--- src/rtl/gpio_port_pkg.sv ---
package gpio_port_pkg;

  typedef enum logic [1:0] {
    TRIG_OFF        = 2'd0,
    TRIG_LEVEL      = 2'd1,
    TRIG_ONE_EDGE   = 2'd2,
    TRIG_BOTH_EDGES = 2'd3
  } trig_kind_e;

  // Packed MSB first: bit 7 stamp ... bit 0 enable
  typedef struct packed {
    logic       stamp;
    logic       irq_en;
    logic       filt_en;
    logic       polarity;
    trig_kind_e kind;
    logic       drive_out;
    logic       enable;
  } pin_cfg_t;

  // Register index within a pin window (byte offset / 4)
  localparam logic [2:0] RI_CFG   = 3'd0;
  localparam logic [2:0] RI_THR   = 3'd1;
  localparam logic [2:0] RI_LEVEL = 3'd2;
  localparam logic [2:0] RI_FLOAT = 3'd3;
  localparam logic [2:0] RI_OUTV  = 3'd4;
  localparam logic [2:0] RI_CLEAR = 3'd5;

endpackage

--- src/rtl/gpio_pin_filter.sv ---
module gpio_pin_filter #(
  parameter int THR_W = 8
) (
  input  logic             clk,
  input  logic             rst_n,
  input  logic             pad_i,
  input  logic             tick_i,
  input  logic             filt_en_i,
  input  logic [THR_W-1:0] thr_i,
  output logic             level_o
);
  localparam logic [THR_W-1:0] ONE = THR_W'(1);

  logic [1:0]       sync_q;
  logic             raw;
  logic             active;
  logic [THR_W-1:0] cnt_q, cnt_d;
  logic             lvl_q, lvl_d;

  assign raw     = sync_q[1];
  assign active  = filt_en_i && (thr_i != '0);
  assign level_o = lvl_q;

  always_comb begin
    cnt_d = cnt_q;
    lvl_d = lvl_q;
    if (!active) begin
      cnt_d = '0;
      lvl_d = raw;
    end else if (raw == lvl_q) begin
      cnt_d = '0;
    end else if (tick_i) begin
      if (cnt_q >= thr_i - ONE) begin
        cnt_d = '0;
        lvl_d = raw;
      end else begin
        cnt_d = cnt_q + ONE;
      end
    end
  end

  always_ff @(posedge clk or negedge rst_n) begin
    if (!rst_n) begin
      sync_q <= '0;
      cnt_q  <= '0;
      lvl_q  <= 1'b0;
    end else begin
      sync_q <= {sync_q[0], pad_i};
      cnt_q  <= cnt_d;
      lvl_q  <= lvl_d;
    end
  end

  // an active filter only moves its output on a tick
  p_hold_without_tick_r5: assert property (@(posedge clk) disable iff (!rst_n)
    (active && !tick_i) |=> $stable(level_o));

  // a bypassed filter copies the synchronised level one edge later
  p_bypass_tracks_r6: assert property (@(posedge clk) disable iff (!rst_n)
    !active |=> (level_o == $past(raw)));

endmodule

--- src/rtl/gpio_pin_event.sv ---
module gpio_pin_event
  import gpio_port_pkg::*;
(
  input  logic       clk,
  input  logic       rst_n,
  input  logic       level_i,
  input  logic       enable_i,
  input  trig_kind_e kind_i,
  input  logic       polarity_i,
  input  logic       clear_i,
  output logic       status_o
);
  logic prev_q;
  logic status_q, status_d;
  logic rise, fall, cond, hit;

  assign status_o = status_q;

  always_comb begin
    rise = level_i & ~prev_q;
    fall = ~level_i & prev_q;
    case (kind_i)
      TRIG_LEVEL:      cond = (level_i == polarity_i);
      TRIG_ONE_EDGE:   cond = polarity_i ? rise : fall;
      TRIG_BOTH_EDGES: cond = rise | fall;
      default:         cond = 1'b0;
    endcase
    hit      = enable_i & cond;
    status_d = hit | (status_q & ~clear_i);   // a new hit outranks a clear
  end

  always_ff @(posedge clk or negedge rst_n) begin
    if (!rst_n) begin
      prev_q   <= 1'b0;
      status_q <= 1'b0;
    end else begin
      prev_q   <= level_i;
      status_q <= status_d;
    end
  end

  // status is sticky until a clear strobe
  p_sticky_status_r10: assert property (@(posedge clk) disable iff (!rst_n)
    (status_q && !clear_i) |=> status_q);

  // a disabled or untriggered pin cannot latch
  p_no_latch_when_off_r12: assert property (@(posedge clk) disable iff (!rst_n)
    ((!enable_i || kind_i == TRIG_OFF) && !status_q) |=> !status_q);

endmodule

--- src/rtl/gpio_port_ctrl.sv ---
module gpio_port_ctrl
  import gpio_port_pkg::*;
#(
  parameter int PINS   = 8,
  parameter int THR_W  = 8,
  parameter int ADDR_W = 9,
  parameter int DATA_W = 32
) (
  input  logic              clk,
  input  logic              rst_n,
  input  logic              ms_tick,
  input  logic              reg_sel,
  input  logic              reg_wr,
  input  logic [ADDR_W-1:0] reg_addr,
  input  logic [DATA_W-1:0] reg_wdata,
  output logic [DATA_W-1:0] reg_rdata,
  input  logic [PINS-1:0]   pad_in,
  output logic [PINS-1:0]   pad_out,
  output logic [PINS-1:0]   pad_oe,
  output logic              irq
);
  localparam int WIN_LSB   = 5;            // 32-byte window per pin
  localparam int IDX_W     = 3;            // up to eight windows
  localparam int STAT_BIT  = WIN_LSB + IDX_W;
  localparam logic [IDX_W:0] PIN_LIMIT = (IDX_W+1)'(PINS);

  logic [IDX_W-1:0] pin_idx;
  logic [2:0]       reg_idx;
  logic             stat_hit, wr_go;

  pin_cfg_t         cfg_q [PINS];
  pin_cfg_t         cfg_d [PINS];
  logic [THR_W-1:0] thr_q [PINS];
  logic [THR_W-1:0] thr_d [PINS];
  logic [PINS-1:0]  float_q, float_d, outv_q, outv_d, clr;
  logic [PINS-1:0]  level, status, armed;

  assign pin_idx  = reg_addr[WIN_LSB +: IDX_W];
  assign reg_idx  = reg_addr[4:2];
  assign stat_hit = reg_addr[STAT_BIT];
  assign wr_go    = reg_sel && reg_wr && !stat_hit && ({1'b0, pin_idx} < PIN_LIMIT);

  // next state of the per-pin registers
  always_comb begin
    for (int i = 0; i < PINS; i++) begin
      cfg_d[i]   = cfg_q[i];
      thr_d[i]   = thr_q[i];
      float_d[i] = float_q[i];
      outv_d[i]  = outv_q[i];
      clr[i]     = 1'b0;
      if (wr_go && pin_idx == IDX_W'(i)) begin
        case (reg_idx)
          RI_CFG:   cfg_d[i]   = pin_cfg_t'(reg_wdata[7:0]);
          RI_THR:   thr_d[i]   = reg_wdata[THR_W-1:0];
          RI_FLOAT: float_d[i] = reg_wdata[0];
          RI_OUTV:  outv_d[i]  = reg_wdata[0];
          RI_CLEAR: clr[i]     = reg_wdata[0];
          default:  ;
        endcase
      end
    end
  end

  always_ff @(posedge clk or negedge rst_n) begin
    if (!rst_n) begin
      for (int i = 0; i < PINS; i++) begin
        cfg_q[i] <= '0;
        thr_q[i] <= '0;
      end
      float_q <= '1;
      outv_q  <= '0;
    end else begin
      for (int i = 0; i < PINS; i++) begin
        cfg_q[i] <= cfg_d[i];
        thr_q[i] <= thr_d[i];
      end
      float_q <= float_d;
      outv_q  <= outv_d;
    end
  end

  // read path
  always_comb begin
    reg_rdata = '0;
    if (stat_hit) begin
      reg_rdata[PINS-1:0] = status;
    end else if ({1'b0, pin_idx} < PIN_LIMIT) begin
      case (reg_idx)
        RI_CFG:   reg_rdata[7:0]       = cfg_q[pin_idx];
        RI_THR:   reg_rdata[THR_W-1:0] = thr_q[pin_idx];
        RI_LEVEL: reg_rdata[0]         = level[pin_idx];
        RI_FLOAT: reg_rdata[0]         = float_q[pin_idx];
        RI_OUTV:  reg_rdata[0]         = outv_q[pin_idx];
        default:  ;
      endcase
    end
  end

  for (genvar g = 0; g < PINS; g++) begin : g_pin
    gpio_pin_filter #(.THR_W(THR_W)) u_filter (
      .clk       (clk),
      .rst_n     (rst_n),
      .pad_i     (pad_in[g]),
      .tick_i    (ms_tick),
      .filt_en_i (cfg_q[g].filt_en),
      .thr_i     (thr_q[g]),
      .level_o   (level[g])
    );

    gpio_pin_event u_event (
      .clk        (clk),
      .rst_n      (rst_n),
      .level_i    (level[g]),
      .enable_i   (cfg_q[g].enable),
      .kind_i     (cfg_q[g].kind),
      .polarity_i (cfg_q[g].polarity),
      .clear_i    (clr[g]),
      .status_o   (status[g])
    );

    assign pad_oe[g] = cfg_q[g].enable & cfg_q[g].drive_out & ~float_q[g];
    assign armed[g]  = cfg_q[g].enable & cfg_q[g].irq_en;
  end

  assign pad_out = outv_q;
  assign irq     = |(status & armed);

  // the upstream line never rises without a latched pin
  p_irq_needs_status_r11: assert property (@(posedge clk) disable iff (!rst_n)
    irq |-> (status != '0));

endmodule

--- config.mk ---
export PLATFORM = sky130hd
export DESIGN_NAME = gpio_port_ctrl
export DESIGN_NICKNAME = d
export VERILOG_FILES = /design/src/rtl/gpio_port_pkg.sv /design/src/rtl/gpio_pin_filter.sv /design/src/rtl/gpio_pin_event.sv /design/src/rtl/gpio_port_ctrl.sv
export SDC_FILE = /design/constraint.sdc
export NUM_CORES = 1
export LEC_CHECK = 0
export CORE_UTILIZATION = 65
export CTS_CLUSTER_SIZE = 16
export DETAILED_ROUTE_END_ITERATION = 16
export HOLD_SLACK_MARGIN = 0.06
export PLACE_DENSITY = 0.87
export RECOVER_POWER = 100
export SETUP_SLACK_MARGIN = 0.1
export SYNTH_ARGS = -nofsm -noshare
export SYNTH_HDL_FRONTEND = slang
export SYNTH_SLANG_ARGS = --single-unit
--- constraint.sdc ---
create_clock -name clk -period 5 [get_ports clk]
set_clock_uncertainty 0.2 [all_clocks]
set_input_delay 0.75 -clock clk [delete_from_list [all_inputs] [get_ports clk]]
set_output_delay 0.75 -clock clk [all_outputs]
set_load 0.05 [all_outputs]
==> impl_metrics.env <==
export IMPL_outcome="finished, violations left"
export IMPL_violations="max-capacitance violations, max-slew violations"
export IMPL_pwr_share_seq=0.430
export IMPL_clkSinkCount=248
export IMPL_power_switching_mw=1.35
export IMPL_arrival_ps=3580
export IMPL_maxSlewHeadroom=-1.40
export IMPL_hpwl_um=25700
export IMPL_holdPathStages=0
export IMPL_ant_nets=0
export IMPL_drc=0
export IMPL_synth_ff_type="dfrtp_1"
export IMPL_postLayoutCellArea_mm2=0.0168
export IMPL_post_cts_buffers=0
export IMPL_cts_hold_buf=0
export IMPL_setup_tns_ps=0
export IMPL_viasPerCell=6.65
export IMPL_yosys_area_top_type="dfrtp_1"
export IMPL_min_period_ps=4530
export IMPL_seq_area_frac_synth=0.409
export IMPL_antenna_found_initial=0
export IMPL_final_common_cell="dfrtp_1"
export IMPL_p_int_mw=3.73
export IMPL_hold_path_class="flip-flop to flip-flop"
export IMPL_clkLatencyLatePin_ps=540
export IMPL_start_util=0.667
export IMPL_yosys_top_cells_area="dfrtp_1 40%, mux2_2 12%, ha_1 8.6%"
export IMPL_syn_to_final_growth_pct=10.5
export IMPL_required_ps=4050
export IMPL_p_sw_frac=0.266
export IMPL_dr_pass1_iters=6
export IMPL_grt_max_degree=142
export IMPL_ir_drop_uv=259
export IMPL_ys_ff_latch=248
export IMPL_fin_crit_sh=0.907
export IMPL_synth_edf_count=0
export IMPL_grt_pass1_wl_um=63300
export IMPL_reg2reg_depth=9
export IMPL_nets=1596
export IMPL_maxCapViolCount=1
export IMPL_syn_inst=1399
export IMPL_grt_total_usage=0.334
export IMPL_clock_fmax_ghz=0.221
export IMPL_grt_pass1_vias=12035
export IMPL_final_layout_size_suffix_gt1_frac=0.188
export IMPL_tritoncts="yes"
export IMPL_routed_wl_um=39300
export IMPL_die_h_um=155
export IMPL_gp_congestion=0.851
export IMPL_vias=11780
export IMPL_drtIter0Drc=1011
export IMPL_path_class="input pin to primary output"
export IMPL_worstPathMaxFanout=20
export IMPL_fp_coreArea_mm2=0.0228
export IMPL_netlist_area_mm2=0.0152
export IMPL_synth_area_mux_share=0.176
export IMPL_cp_end_kind="primary output"
export IMPL_synth_top_family_by_area="multiplexers"
export IMPL_yosysTopAreaCellShare=0.395
export IMPL_synth_area_per_cell_um2=10.9
export IMPL_dieWidth_um=155
export IMPL_antenna_cells=0
export IMPL_pwr_share_comb=0.136
export IMPL_dieArea_mm2=0.0240
export IMPL_synthAdderAreaFrac=0.0857
export IMPL_leakagePower_nw=7.69
export IMPL_cts_resized=0
export IMPL_yosys_area_share_simple=0.126
export IMPL_yosys_warnings=0
export IMPL_hold_viol=0
export IMPL_start_kind="input pin"
export IMPL_rows=55
export IMPL_overflow=0
export IMPL_rsz0062_at_grt="no"
export IMPL_portBuffers=52
export IMPL_pwr_share_clk=0.434
export IMPL_pin_count=103
export IMPL_final_cell_mix="240 x dfrtp_1, 153 x mux2_2, 148 x nand2_1"
export IMPL_async_reset_ff_frac=1.00
export IMPL_placed_cell_area_mm2=0.0159
export IMPL_clk_path_buf_depth=3
export IMPL_synth_cell_types=79
export IMPL_synth_xor_area_frac=0.0479
export IMPL_worst_slew_pin_slew_ps=3590
export IMPL_cts_buffers=26
export IMPL_wl_per_cell_um=22.2
export IMPL_synth_compound_area_share=0.113
export IMPL_htreeDepth=1
export IMPL_clk_root_buffer_cell="clkbuf_16"
export IMPL_finalSetupViolations=0
export IMPL_slew_viol_final=141
export IMPL_power_density_mw_per_mm2=303
export IMPL_fillers=1410
export IMPL_clk_pin_slew_worst_paths_ps=60
[path summary, 6_finish.rpt]
kind / start / to / slack, ps
setup / recovery: reg_addr[2] / reg_rdata[5] / 470
max in group asynchronous: rst_n / g_pin[0].u_filter.cnt_q[1] / 1140
min in group asynchronous: rst_n / g_pin[2].u_filter.cnt_q[5] / 1170
hold reg to reg: g_pin[6].u_filter.sync_q[0] / g_pin[6].u_filter.sync_q[1] / 150
hold / removal: g_pin[6].u_filter.sync_q[0] / g_pin[6].u_filter.sync_q[1] / 150
setup reg to reg: thr_q[19] / g_pin[5].u_filter.cnt_q[0] / 1160
[metrics by stage]
stage / total power, mW / hold WS, ps / setup WS (ps) / utilization / cells
after floorplan: 2.68 / 131 / 1440 / - / 1422
after global placement: 2.85 / 135 / 703 / 0.697 / 1723
after detailed placement: 2.90 / 139 / 638 / 0.697 / 1723
after CTS: 5.09 / 153 / 598 / 0.740 / 1771
after global routing: 5.23 / 156 / 289 / 0.736 / 1771
final: 5.09 / 147 / 466 / 0.736 / 1771
[cell usage after synthesis, types with 4 or more instances]
master	instances
a211oi_1	22
a21o_1	5
a21oi_1	48
a22o_1	8
a22oi_1	10
a31oi_1	21
and2_1	6
and3_1	10
and3b_1	9
buf_2	8
buf_4	27
clkbuf_1	34
dfrtp_1	240
dfstp_2	8
ha_1	104
inv_1	55
mux2_2	161
mux4_2	37
nand2_1	144
nand2_2	4
nand2b_1	12
nand3_1	34
nand3b_1	5
nand4_1	4
nor2_1	50
nor2_2	8
nor2b_1	10
nor3_1	35
nor3b_1	5
nor4_1	14
nor4b_1	9
o2111ai_1	4
o211a_1	4
o211ai_1	25
o21a_1	7
o21ai_0	50
o21ai_1	6
o22ai_1	5
o31ai_1	4
or2_2	6
xnor2_1	54
xor2_1	29
[worst max-delay path: stages]
cell and delay [ps]:
clkdlybuf4s50_1 670, nor3b_2 230, buf_4 280, a21oi_1 130, a21oi_1 280, a21oi_1 80, a21oi_1 240, dlygate4sd3_1 910
[cell families (layout without fill, tap and decap cells)]
kind of cell	count (synthesis)	after routing
buffers and inverters	133	169
XOR/XNOR	83	83
AND/OR/NAND/NOR	381	381
multiplexers	199	199
adder cells (fa/ha/maj)	104	104
other	1	24
flip-flops	248	248
AO/OA/AOI/OAI	250	250
[state kept, by name, indices dropped and copies added, names as in the netlist, 16 cells and up]
signal,cells
g_pin.u_filter.cnt_q,64
cfg_q,64
g_pin.u_filter.sync_q,16
thr_q,64
[cell type report]
type | instances | area (um2) | share of cell area
Multi-Input combinational cell | 1041 | 8360 | 0.498
Sequential cell | 248 | 6220 | 0.371
Clock buffer | 40 | 815 | 0.0486
Timing Repair Buffer | 65 | 617 | 0.0368
Tap cell | 313 | 392 | 0.0233
Inverter | 56 | 210 | 0.0125
Clock inverter | 8 | 165 | 0.00985
[power groups by stage]
stage / combinational, mW / clock [mW] / sequential [mW]
3_3_place_gp: 0.647 / 0 / 2.21
6_report: 0.690 / 2.21 / 2.19
3_5_place_dp: 0.681 / 0 / 2.21
4_1_cts: 0.696 / 2.21 / 2.18
2_1_floorplan: 0.497 / 0 / 2.19
5_1_grt: 0.751 / 2.28 / 2.19
[metal layers]
layer / part of all wire / vias to the layer above / track usage / routed length [um]
met5: 0 / - / 0 / 0
met4: 0.051 / 0 / 0.165 / 2010
met3: 0.071 / 163 / 0.0471 / 2770
met2: 0.50 / 588 / 0.574 / 19500
met1: 0.38 / 5872 / 0.417 / 15100
li1: - / 5157 / - / -
Power figures use the tool's default switching activity.
